===== src/rtl/uart_irq_id.sv =====
module uart_irq_id #(
  parameter int AW = 3,
  parameter logic [AW-1:0] IEN_OFS = 3'd1,
  parameter logic [AW-1:0] ID_OFS  = 3'd2
) (
  input  logic          clk,
  input  logic          rst_n,
  input  logic [AW-1:0] addr,
  input  logic          wr_en,
  input  logic [7:0]    wdata,
  input  logic          rd_en,
  output logic [7:0]    rdata,
  input  logic          mode_ir,
  input  logic          ir_tx_dir,
  input  logic          stat_req,
  input  logic          txur_req,
  input  logic          rx_data_req,
  input  logic          rx_tmo_req,
  input  logic          tx_low_req,
  input  logic          modem_req,
  input  logic          tx_shift_empty,
  input  logic          tx_fifo_empty,
  output logic          irq
);

  logic [5:0] ier_q;
  logic       fifo_en_q;
  logic       txe_pend;
  logic       empty_q;
  logic       rd_id_q;
  logic [7:0] id_q;

  logic       rd_id;
  logic       both_empty;
  logic       lvl_stat, lvl_rx, lvl_tx, lvl_ms;
  logic       pend;
  logic [1:0] code;
  logic       tmo_flag;
  logic [7:0] id_live;

  assign rd_id      = rd_en && (addr == ID_OFS);
  assign both_empty = tx_shift_empty && tx_fifo_empty;

  assign lvl_stat = ier_q[2] && ((mode_ir && ir_tx_dir) ? txur_req : stat_req);
  assign lvl_rx   = ier_q[0] && (rx_data_req || (fifo_en_q && rx_tmo_req));
  assign lvl_tx   = (ier_q[1] && tx_low_req) || (ier_q[5] && txe_pend);
  assign lvl_ms   = ier_q[3] && modem_req;

  always_comb begin
    pend     = 1'b1;
    code     = 2'b00;
    tmo_flag = 1'b0;
    if (lvl_stat)      code = 2'b11;
    else if (lvl_rx) begin
      code     = 2'b10;
      tmo_flag = fifo_en_q && rx_tmo_req;
    end
    else if (lvl_tx)   code = 2'b01;
    else if (lvl_ms)   code = 2'b00;
    else               pend = 1'b0;
  end

  assign id_live = {{2{fifo_en_q}}, 2'b00, tmo_flag, code, ~pend};
  assign irq     = pend;

  always_ff @(posedge clk) begin
    if (!rst_n) begin
      ier_q     <= '0;
      fifo_en_q <= 1'b0;
    end else if (wr_en) begin
      if (addr == IEN_OFS) ier_q     <= wdata[5:0];
      if (addr == ID_OFS)  fifo_en_q <= wdata[0];
    end
  end

  always_ff @(posedge clk) begin
    if (!rst_n) begin
      empty_q  <= 1'b1;
      txe_pend <= 1'b0;
      rd_id_q  <= 1'b0;
      id_q     <= 8'h01;
    end else begin
      empty_q <= both_empty;
      rd_id_q <= rd_id;
      if (both_empty && !empty_q)
        txe_pend <= 1'b1;
      else if (!both_empty)
        txe_pend <= 1'b0;
      else if (rd_id_q && !rd_id && !id_q[0] && id_q[2:1] == 2'b01)
        txe_pend <= 1'b0;
      if (!rd_id)
        id_q <= id_live;
    end
  end

  always_comb begin
    rdata = 8'h00;
    if (rd_en) begin
      if (addr == IEN_OFS)     rdata = {2'b00, ier_q};
      else if (addr == ID_OFS) rdata = id_q;
    end
  end

endmodule


===== config.mk =====
export PLATFORM = sky130hd
export DESIGN_NAME = uart_irq_id
export DESIGN_NICKNAME = d
export VERILOG_FILES = /design/src/rtl/uart_irq_id.sv
export SDC_FILE = /design/constraint.sdc
export NUM_CORES = 1
export LEC_CHECK = 0
export ABC_AREA = 1
export ABC_CLOCK_PERIOD_IN_PS = 2490
export BUFFER_PORTS_ARGS = -buffer_cell sky130_fd_sc_hd__buf_2
export CAP_MARGIN = 30
export CORE_UTILIZATION = 48
export CTS_CLUSTER_DIAMETER = 200
export CTS_CLUSTER_SIZE = 25
export DETAILED_ROUTE_END_ITERATION = 12
export GPL_TIMING_DRIVEN = 0
export PLACE_DENSITY = 0.89
export SYNTH_ARGS = -nofsm -noshare
export SYNTH_HDL_FRONTEND = slang
export SYNTH_SLANG_ARGS = --single-unit

===== constraint.sdc =====
create_clock -name clk -period 2.49 [get_ports clk]
set_input_delay 0.249 -clock clk [delete_from_list [all_inputs] [get_ports clk]]
set_output_delay 0.249 -clock clk [all_outputs]
set_load 0.01 [all_outputs]

Word-level counts from Yosys, hierarchy flattened. Index checks and enable logic that the tools add are counted.

Bits in registers: 15. Input port bits: 25. Output and inout bits: 9. Logic and storage cells: 47.

Equality and inequality tests: 4. Muxes and demuxes: 16. Bitwise gates (word level): 1. Reduce and logical (&&, ||, !) cells: 20.

Operators with widths (count): $mux 8 (3); $logic_and 1x1->1 (13); $mux 1 (11); $mux 2 (2); $reduce_and 2->1 (2); $eq 3x1->1 const B (1); $eq 3x2->1 const B (1); $logic_not 1->1 (3); $ne 3x1->1 const B (1); $eq 2x1->1 const B (1); $logic_or 1x1->1 (2); $not 1->1 (1).

Longest topological paths before layout. Gate-level depths: netlist of the first run.

Depth in word-level cells: 9. Gate-level depth with buffers: 7. Depth with buffers taken out: 7.

Least setup slack after synthesis of the first run. Ideal clock, no wire load.

Kind: input port to output port. Start point: in addr[2]. End point: out rdata[7]. Data arrival time: 0.876 ns. Required time: 2.241 ns. Path slack: 1.365 ns. Cell stages on the path: 6. Path buffers: 1. Cell sequence: inv_1 > nand4_4 > clkinv_2 > nand2_1 > inv_1 > buf_4.

Word-level cells in the longest chain between the ends: 4. Elaborated cells between the ends (all ways): 5. Those cells by class: eq/ne: 2; mux: 3.

Ends and longest elaborated chain: start, declared (line 8) `input logic [AW-1:0] addr,`; $eq 3x2->1 (line 100) `else if (addr == ID_OFS) rdata = id_q;`; $mux 8 (line 100); $mux 8 (*) (line 99) `if (addr == IEN_OFS) rdata = {2'b00, ier_q};`; $mux 8 (*) (line 98) `if (rd_en) begin`; end, declared (line 12) `output logic [7:0] rdata,`.

Mark *: on every way between the ends. The rest lies on a longest branch, timed or not.

Final worst setup path of the first run.
Start point: reg fifo_en_q. End point: out irq.

Word-level cells in the longest chain between the ends: 5.

Ends and longest elaborated chain: start, declared (line 27) `logic fifo_en_q;`; start signal, assigned (line 72) `if (addr == ID_OFS) fifo_en_q <= wdata[0];`; $logic_and 1x1->1 (line 45) `assign lvl_rx = ier_q[0] && (rx_data_req || (fifo_en_q && rx_tmo_req));`; $logic_or 1x1->1 (line 45); $logic_and 1x1->1 (line 45); $mux 1 (line 54) `else if (lvl_rx) begin`; $mux 1 (line 53) `if (lvl_stat) code = 2'b11;`; end, declared (line 23) `output logic irq`.

Every way passes these cells.

==> results of run 1 <==
[tightest hold or removal path, stage by stage]
cell and delay (ps):
sky130_fd_sc_hd__buf_2 70, sky130_fd_sc_hd__nor2_1 30, sky130_fd_sc_hd__nor2_1 80
[per-layer routing]
| layer | wire length [um] | part of all wire (%) | up-vias |
|---|---|---|---|
| li1 | - | - | 425 |
| met4 | 34 | 2.1 | 0 |
| met3 | 67 | 4.1 | 5 |
| met1 | 757 | 47 | 332 |
| met2 | 761 | 47 | 26 |
| met5 | 0 | 0 | - |
[worst paths after layout]
check	cells after the start	startpoint	endpoint	slack, ps
worst max-delay path	5	fifo_en_q	irq	960
worst max register to register	5	fifo_en_q	id_q[0]	1520
worst min register to register	1	empty_q	txe_pend	410
worst min-delay path	3	wdata[2]	ier_q[2]	180
[logic make-up (layout without fill, tap and decap cells)]
logic type,after synthesis,after routing
AND/OR/NAND/NOR,66,66
flip-flops,15,15
buffers and inverters,20,55
AO/OA/AOI/OAI,13,13
[power groups by stage]
stage          combinational (mW)  sequential (mW)  clock (mW)
2_1_floorplan              0.0277            0.256           0
3_3_place_gp               0.0521            0.257           0
3_5_place_dp               0.0541            0.258           0
4_1_cts                    0.0545            0.252       0.142
5_1_grt                    0.0618            0.253       0.159
6_report                   0.0546            0.252       0.141
[synthesized netlist by cell type]
cell type and n:
sky130_fd_sc_hd__dfxtp_1 15, sky130_fd_sc_hd__o21ai_1 1, sky130_fd_sc_hd__clkbuf_1 1, sky130_fd_sc_hd__nor2_4 1
sky130_fd_sc_hd__nand2_1 30, sky130_fd_sc_hd__nor3_1 2, sky130_fd_sc_hd__nand4_4 1, sky130_fd_sc_hd__clkinv_2 1
sky130_fd_sc_hd__inv_1 17, sky130_fd_sc_hd__nand3_1 12, sky130_fd_sc_hd__o21ai_0 7, sky130_fd_sc_hd__nor2_1 20
sky130_fd_sc_hd__buf_4 1, sky130_fd_sc_hd__a21oi_1 5
[sequential cells by signal, indices dropped and copies added, names as in the netlist]
register and count:
rd_id_q 1, empty_q 1, ier_q 6, txe_pend 1, id_q 5, fifo_en_q 1
[stage by stage]
step	total power, mW	util [%]	setup slack (ps)	cells	hold slack (ps)
floorplan	0.284	-	1370	114	384
global placement	0.309	66.6	1180	160	390
detailed placement	0.312	66.6	1160	160	399
CTS	0.449	68.6	962	164	185
global route	0.474	68.6	827	164	177
finish	0.448	68.6	961	164	179
[area by class of cell]
type,instances,area (um2),area share [%]
Buffer,2,11.3,1.20
Clock buffer,3,22.5,2.40
Clock inverter,1,5.00,0.534
Inverter,18,68.8,7.34
Multi-Input combinational cell,79,355,37.9
Sequential cell,15,300,32.0
Tap cell,15,18.8,2.00
Timing Repair Buffer,31,155,16.6
==> qor_table.md, run 1 <==
| Step | Result | Value |
| --- | --- | --- |
| outcome | Status | complete, no violations |
| setup path | WP data required | 2240 ps |
| cells and area | Cell area after layout | 937 um2 |
| cts | Post-CTS repair timing setup buffer count | 0 |
| synth | Number of flip-flops and latches in the synthesized netlist | 15 |
| floorplan | Core Footprint | 1370 um2 |
| sta | Hold Fails Final Rpt | 0 |
| setup path | Kind of capture point of the worst setup path | output port |
| cells and area | Fillcell total | 138 |
| min path | Hold Path Class | primary input to register |
| detailed routing | Total via count in the routed design | 788 |
| detailed routing | Drt pass-1 iters | 5 |
| cts | Clock slew at reported path FFs | 90 ps |
| power | Power Dens Cells | 478 nW/um2 |
| floorplan | IO Count | 34 |
| setup path | Stage delay of the slowest cell on the critical path | 340 ps |
| detailed routing | Antenna Nets Post-Route | 0 |
| placed design | Area after detailed placement | 910 um2 |
| placed design | Count of input and output buffers | 31 |
| job | # Max-Cap Violations | 0 |
| floorplan | Floorplan die height | 41.2 um |
| cts | CTS tree | done |
| detailed routing | Via density | 4.80 |
| setup path | Top cell family by delay on the critical path | simple AND/OR/NAND/NOR gates |
| power | Internal power summed over all cells | 0.331 mW |
| global route | Vias in the first global route | 654 |
| power | Switching Share | 26.1% |
| sta | Worst Max-Slew Pin Slew | 356 ps |
| cts | Total clock buffers created by CTS | 3 |
| setup path | WP buf/inv | 2 |
| floorplan | Floorplan row count | 13 |
| placed design | HPWL after detailed placement | 1300 um |
| cells and area | Number of nets in the layout | 175 |
| cts | Maximum number of buffers from clock root to sink | 2 |
| setup path | CP Data Arrival Time | 1280 ps |
| synth | Post-synthesis compound-gate area fraction | 8.84% |
| sta | Highest clock frequency the design can meet | 654 MHz |
| cts | Total number of H-tree levels | 1 |
| cts | Num Clock Sinks | 15 |
| cts | Root buffer cell | sky130_fd_sc_hd__clkbuf_4 |
| synth | Share of synthesized area occupied by flip-flops and latches | 40.8% |
| cells and area | Diodes inserted | 0 |
| cts | Clock latency reported for the late side of the worst-skew pair | 290 ps |
| setup path | Ordered cell list for the critical path | nand3_1 -> inv_1 -> nor3_1 -> nand2_1 -> buf_2 |
| cts | Number of gates given a new drive strength after cts | 0 |
| synth | Syn. warnings | 0 |
| synth | Cell type with the largest total area after synthesis | sky130_fd_sc_hd__dfxtp_1 |
| cells and area | Area Growth Syn to Fin | 27.4% |
| synth | Average instance area after synthesis | 6.45 um2 |
| floorplan | Effective utilization at floorplan | 53.8% |
| setup path | Classification of the worst setup path | register to output port |
| global route | Met1 track demand over resource | 23.7% |
| synth | Cell area after synthesis | 736 um2 |
| synth | Portion of netlist area occupied by mux cells | 0% |
| cts | Quantity of hold-fixing buffers added after cts | 0 |
| global route | Overall fraction of global-route tracks in use | 22.4% |
| cells and area | Most frequent cells in the layout | sky130_fd_sc_hd__buf_2 (31), sky130_fd_sc_hd__nand2_1 (30), sky130_fd_sc_hd__nor2_1 (20) |
| sta | Number of setup violations in the final report | 0 |
| synth | Top-area cell type share of the netlist area | 40.8% |
| floorplan | Width of the die | 41.2 um |
| synth | Top cells by area, synth | sky130_fd_sc_hd__dfxtp_1 (41%), sky130_fd_sc_hd__nand2_1 (15%), sky130_fd_sc_hd__nor2_1 (10%), sky130_fd_sc_hd__inv_1 (8.7%), sky130_fd_sc_hd__nand3_1 (8.2%) |
| setup path | Crit path max fanout | 3 |
| global route | Largest net degree at the start of global routing | 11 |
| sta | Total negative slack for setup checks | 0 ps |
| synth | Cell count after synthesis | 114 |
| sta | Max-slew headroom | 76.3% |
| power | Logic gate share of total power | 12.2% |
| placed design | RD Place Congestion | 0.787 |
| sta | RSZ-0062 raised after global routing | false |
| setup path | Cell type of the slowest stage on the worst timing path | sky130_fd_sc_hd__dfxtp_1 |
| synth | Main combinational cell family by area after synthesis | simple AND/OR/NAND/NOR gates |
| cells and area | Share of layout cells above drive strength 1 | 26.2% |
| sta | Clock Skews | 1.93 ps |
| detailed routing | Average detailed-routed wire length per instance | 9.88 um |
| synth | Simple-gate share of the synthesized area | 39.5% |
| setup path | Startpoint types | register |
| synth | Number of nets in the synthesized netlist | 139 |
| global route | Highest-utilization routing layer at the global route stage | met2 |
| power | Switch Pwr | 0.117 mW |
| global route | Number of antenna violations at the first check in global routing | 0 |
| global route | Met2 track utilization from global routing | 39.5% |
| global route | Met3 layer usage reported by global route | 6.52% |
| detailed routing | Detailed router's first-iteration violation count | 23 |
| sta | Fin crit period | 1530 ps |
| synth | Unique cell type count in the Yosys netlist | 14 |
| sta | Total count of max-transition violations in the final report | 0 |
| synth | Post-Synth XOR/XNOR Area | 0% |
| detailed routing | Number of remaining DRC errors | 0 |
| cells and area | Most common library cell in the layout ignoring fill and taps | sky130_fd_sc_hd__buf_2 |
| synth | Synthesized-area fraction occupied by adder cells | 0% |
| power | Register share of total power | 56.2% |
| power | Worst VDD drop | 0.000290 V |
| sta | Share of the cycle needed by the critical path after routing | 61.4% |
| floorplan | Overall die area | 1690 um2 |
| global route | Total congestion overflow after global routing | 0 |
| global route | Wire length of the first global-routing pass | 2420 um |
| power | Share of total power in the clock network | 31.6% |
| detailed routing | Detailed Route WL | 1620 um |
| power | Lkg Pwr | 0.541 nW |
(Power assumes the default switching activity.)
==> run 2: changes to the inputs <==
Settings changed: ABC_CLOCK_PERIOD_IN_PS 2490 to 1500, CORE_UTILIZATION 48 to 44, PLACE_DENSITY 0.89 to 0.83.
Clock period 2.49 ns to 1.5 ns, I/O delays scaled along.
==> qor_table.md, run 2 (same netlist as run 1, synthesis figures left out) <==
| Step | Result | Value | Change |
| --- | --- | --- | --- |
| cells and area | Share of layout cells above drive strength 1 | 26.8% | +0.67 points |
| sta | Fin crit period | 1350 ps |  |
| floorplan | Core Footprint | 1540 um2 | +13% |
| detailed routing | Antenna Nets Post-Route | 0 | unchanged |
| placed design | Count of input and output buffers | 31 | unchanged |
| sta | Max-slew headroom | 76.1% | -0.16 points |
| job | # Max-Cap Violations | 0 | unchanged |
| sta | Clock Skews | 2.14 ps | +0.216 ps |
| cells and area | Diodes inserted | 0 | unchanged |
| cts | Total number of H-tree levels | 1 | unchanged |
| detailed routing | Detailed router's first-iteration violation count | 18 | -22% |
| placed design | HPWL after detailed placement | 1290 um | -0.30% |
| cells and area | Number of nets in the layout | 175 | unchanged |
| sta | Total negative slack for setup checks | 0 ps | unchanged |
| setup path | Startpoint types | register |  |
| power | Lkg Pwr | 0.543 nW | +0.23% |
| setup path | Kind of capture point of the worst setup path | output port |  |
| sta | Share of the cycle needed by the critical path after routing | 90.0% |  |
| cts | Total clock buffers created by CTS | 3 | unchanged |
| cells and area | Cell area after layout | 943 um2 | +0.67% |
| power | Worst VDD drop | 0.000610 V | +110% |
| global route | Largest net degree at the start of global routing | 11 | unchanged |
| global route | Number of antenna violations at the first check in global routing | 0 | unchanged |
| power | Power Dens Cells | 786 nW/um2 | +64% |
| floorplan | Width of the die | 42.9 um | +4.2% |
| setup path | CP Data Arrival Time | 1200 ps | -80 ps |
| global route | Total congestion overflow after global routing | 0 | unchanged |
| detailed routing | Via density | 4.87 | +1.3% |
| placed design | RD Place Congestion | 0.830 | +5.4% |
| cells and area | Flip-flop count of the largest register after layout | 6 | unchanged |
| cts | Num Clock Sinks | 15 | unchanged |
| sta | Total count of max-transition violations in the final report | 0 | unchanged |
| detailed routing | Detailed Route WL | 1550 um | -4.6% |
| sta | Hold Fails Final Rpt | 0 | unchanged |
| placed design | Worst slack at placement | 356 ps | -807 ps |
| sta | Number of setup violations in the final report | 0 | unchanged |
| setup path | WP data required | 1350 ps | -890 ps |
| sta | Worst Max-Slew Pin Slew | 359 ps | +2.44 ps |
| cts | Maximum number of buffers from clock root to sink | 2 | unchanged |
| cells and area | Area taken by multi-input logic gates | 360 um2 | +1.4% |
| global route | Wire length of the first global-routing pass | 2780 um | +15% |
| sta | Highest clock frequency the design can meet | 741 MHz |  |
| detailed routing | Number of remaining DRC errors | 0 | unchanged |
| floorplan | Overall die area | 1840 um2 | +8.6% |
| detailed routing | Average detailed-routed wire length per instance | 9.36 um | -5.2% |
| cells and area | Most common library cell in the layout ignoring fill and taps | sky130_fd_sc_hd__buf_2 |  |
| cts | CTS tree | done |  |
| detailed routing | Total via count in the routed design | 803 | +1.9% |
| cells and area | Flip-flop and latch area | 300 um2 | unchanged |
| sta | Worst setup slack after layout | 150 ps | -811 ps |
| cts | Clock latency reported for the late side of the worst-skew pair | 280 ps | about the same |
| cells and area | Most frequent cells in the layout | sky130_fd_sc_hd__buf_2 (31), sky130_fd_sc_hd__nand2_1 (30), sky130_fd_sc_hd__nor2_1 (20) |  |
| setup path | Crit path max fanout | 3 | unchanged |
| cells and area | Fillcell total | 158 | +14% |
| cells and area | Leading registers by flop count | ier_q (6), id_q (5) |  |
| cells and area | Biggest register | ier_q |  |
| min path | Hold Path Class | primary input to register |  |
| cts | Clock slew at reported path FFs | 90 ps | about the same |
| cts | Root buffer cell | sky130_fd_sc_hd__clkbuf_4 |  |
| floorplan | Floorplan row count | 14 | +1 |
| detailed routing | Drt pass-1 iters | 4 | -1 |
| floorplan | Floorplan die height | 42.9 um | +4.2% |
| cts | Post-CTS repair timing setup buffer count | 0 | unchanged |
| placed design | Area after detailed placement | 911 um2 | +0.14% |
| floorplan | IO Count | 34 | unchanged |
| power | Total power | 0.742 mW | +66% |
| global route | Vias in the first global route | 738 | +13% |
| cells and area | Area Growth Syn to Fin | 28.2% |  |
| outcome | Status | complete, no violations |  |
| sta | RSZ-0062 raised after global routing | false |  |
| setup path | Classification of the worst setup path | register to output port |  |
| floorplan | Effective utilization at floorplan | 47.7% | -6.1 points |
| global route | Overall fraction of global-route tracks in use | 19.1% | -3.3 points |
run 2: critical path, stage by stage (launching register included):
cell,delay [ps]
sky130_fd_sc_hd__dfxtp_1,350
sky130_fd_sc_hd__nand3_1,110
sky130_fd_sc_hd__inv_1,80
sky130_fd_sc_hd__nor3_2,170
sky130_fd_sc_hd__nand2_1,60
sky130_fd_sc_hd__buf_2,140
run 2: report_power, final:
group          leakage, nW  internal, mW  switching, mW
combinational        0.403        0.0400         0.0509
clock               0.0177        0.0990          0.134
sequential           0.122         0.411        0.00714
total                0.543         0.550          0.192
run 2: layout make-up:
cell class                      count  share of cell area [%]
Tap cell                           16                    2.12
Timing Repair Buffer               31                    16.4
Buffer                              2                    1.19
Inverter                           18                    7.29
Sequential cell                    15                    31.8
Multi-Input combinational cell     79                    38.2
Clock inverter                      1                   0.531
Clock buffer                        3                    2.39
run 2: stage by stage:
stage / std cells / utilization, % / hold slack, ps
floorplan: 114 / - / 285
global placement: 161 / 59.1 / 371
detailed placement: 161 / 59.1 / 376
CTS: 165 / 60.9 / 78.8
global route: 165 / 61.2 / 90.7
finish: 165 / 61.2 / 79.1
run 2: timing repair:
item	CTS	global route
setup endpoints to repair	0	1
hold buffers	0	0
gates resized for setup	0	1
run 2: per-layer routing:
metal,global-route usage (%),vias up,share of wire [%]
li1,-,426,-
met1,22.3,354,45
met2,36.1,21,49
met3,2.98,2,5.0
met4,3.75,0,0.58
met5,0,-,0
run 2: worst paths after layout:
path / to / slack [ps] / cells past startpoint / startpoint
worst max-delay path: irq / 150 / 5 / fifo_en_q
worst min-delay path: ier_q[3] / 80 / 3 / wdata[3]
worst max register to register: id_q[2] / 560 / 6 / fifo_en_q
worst min register to register: txe_pend / 410 / 1 / empty_q
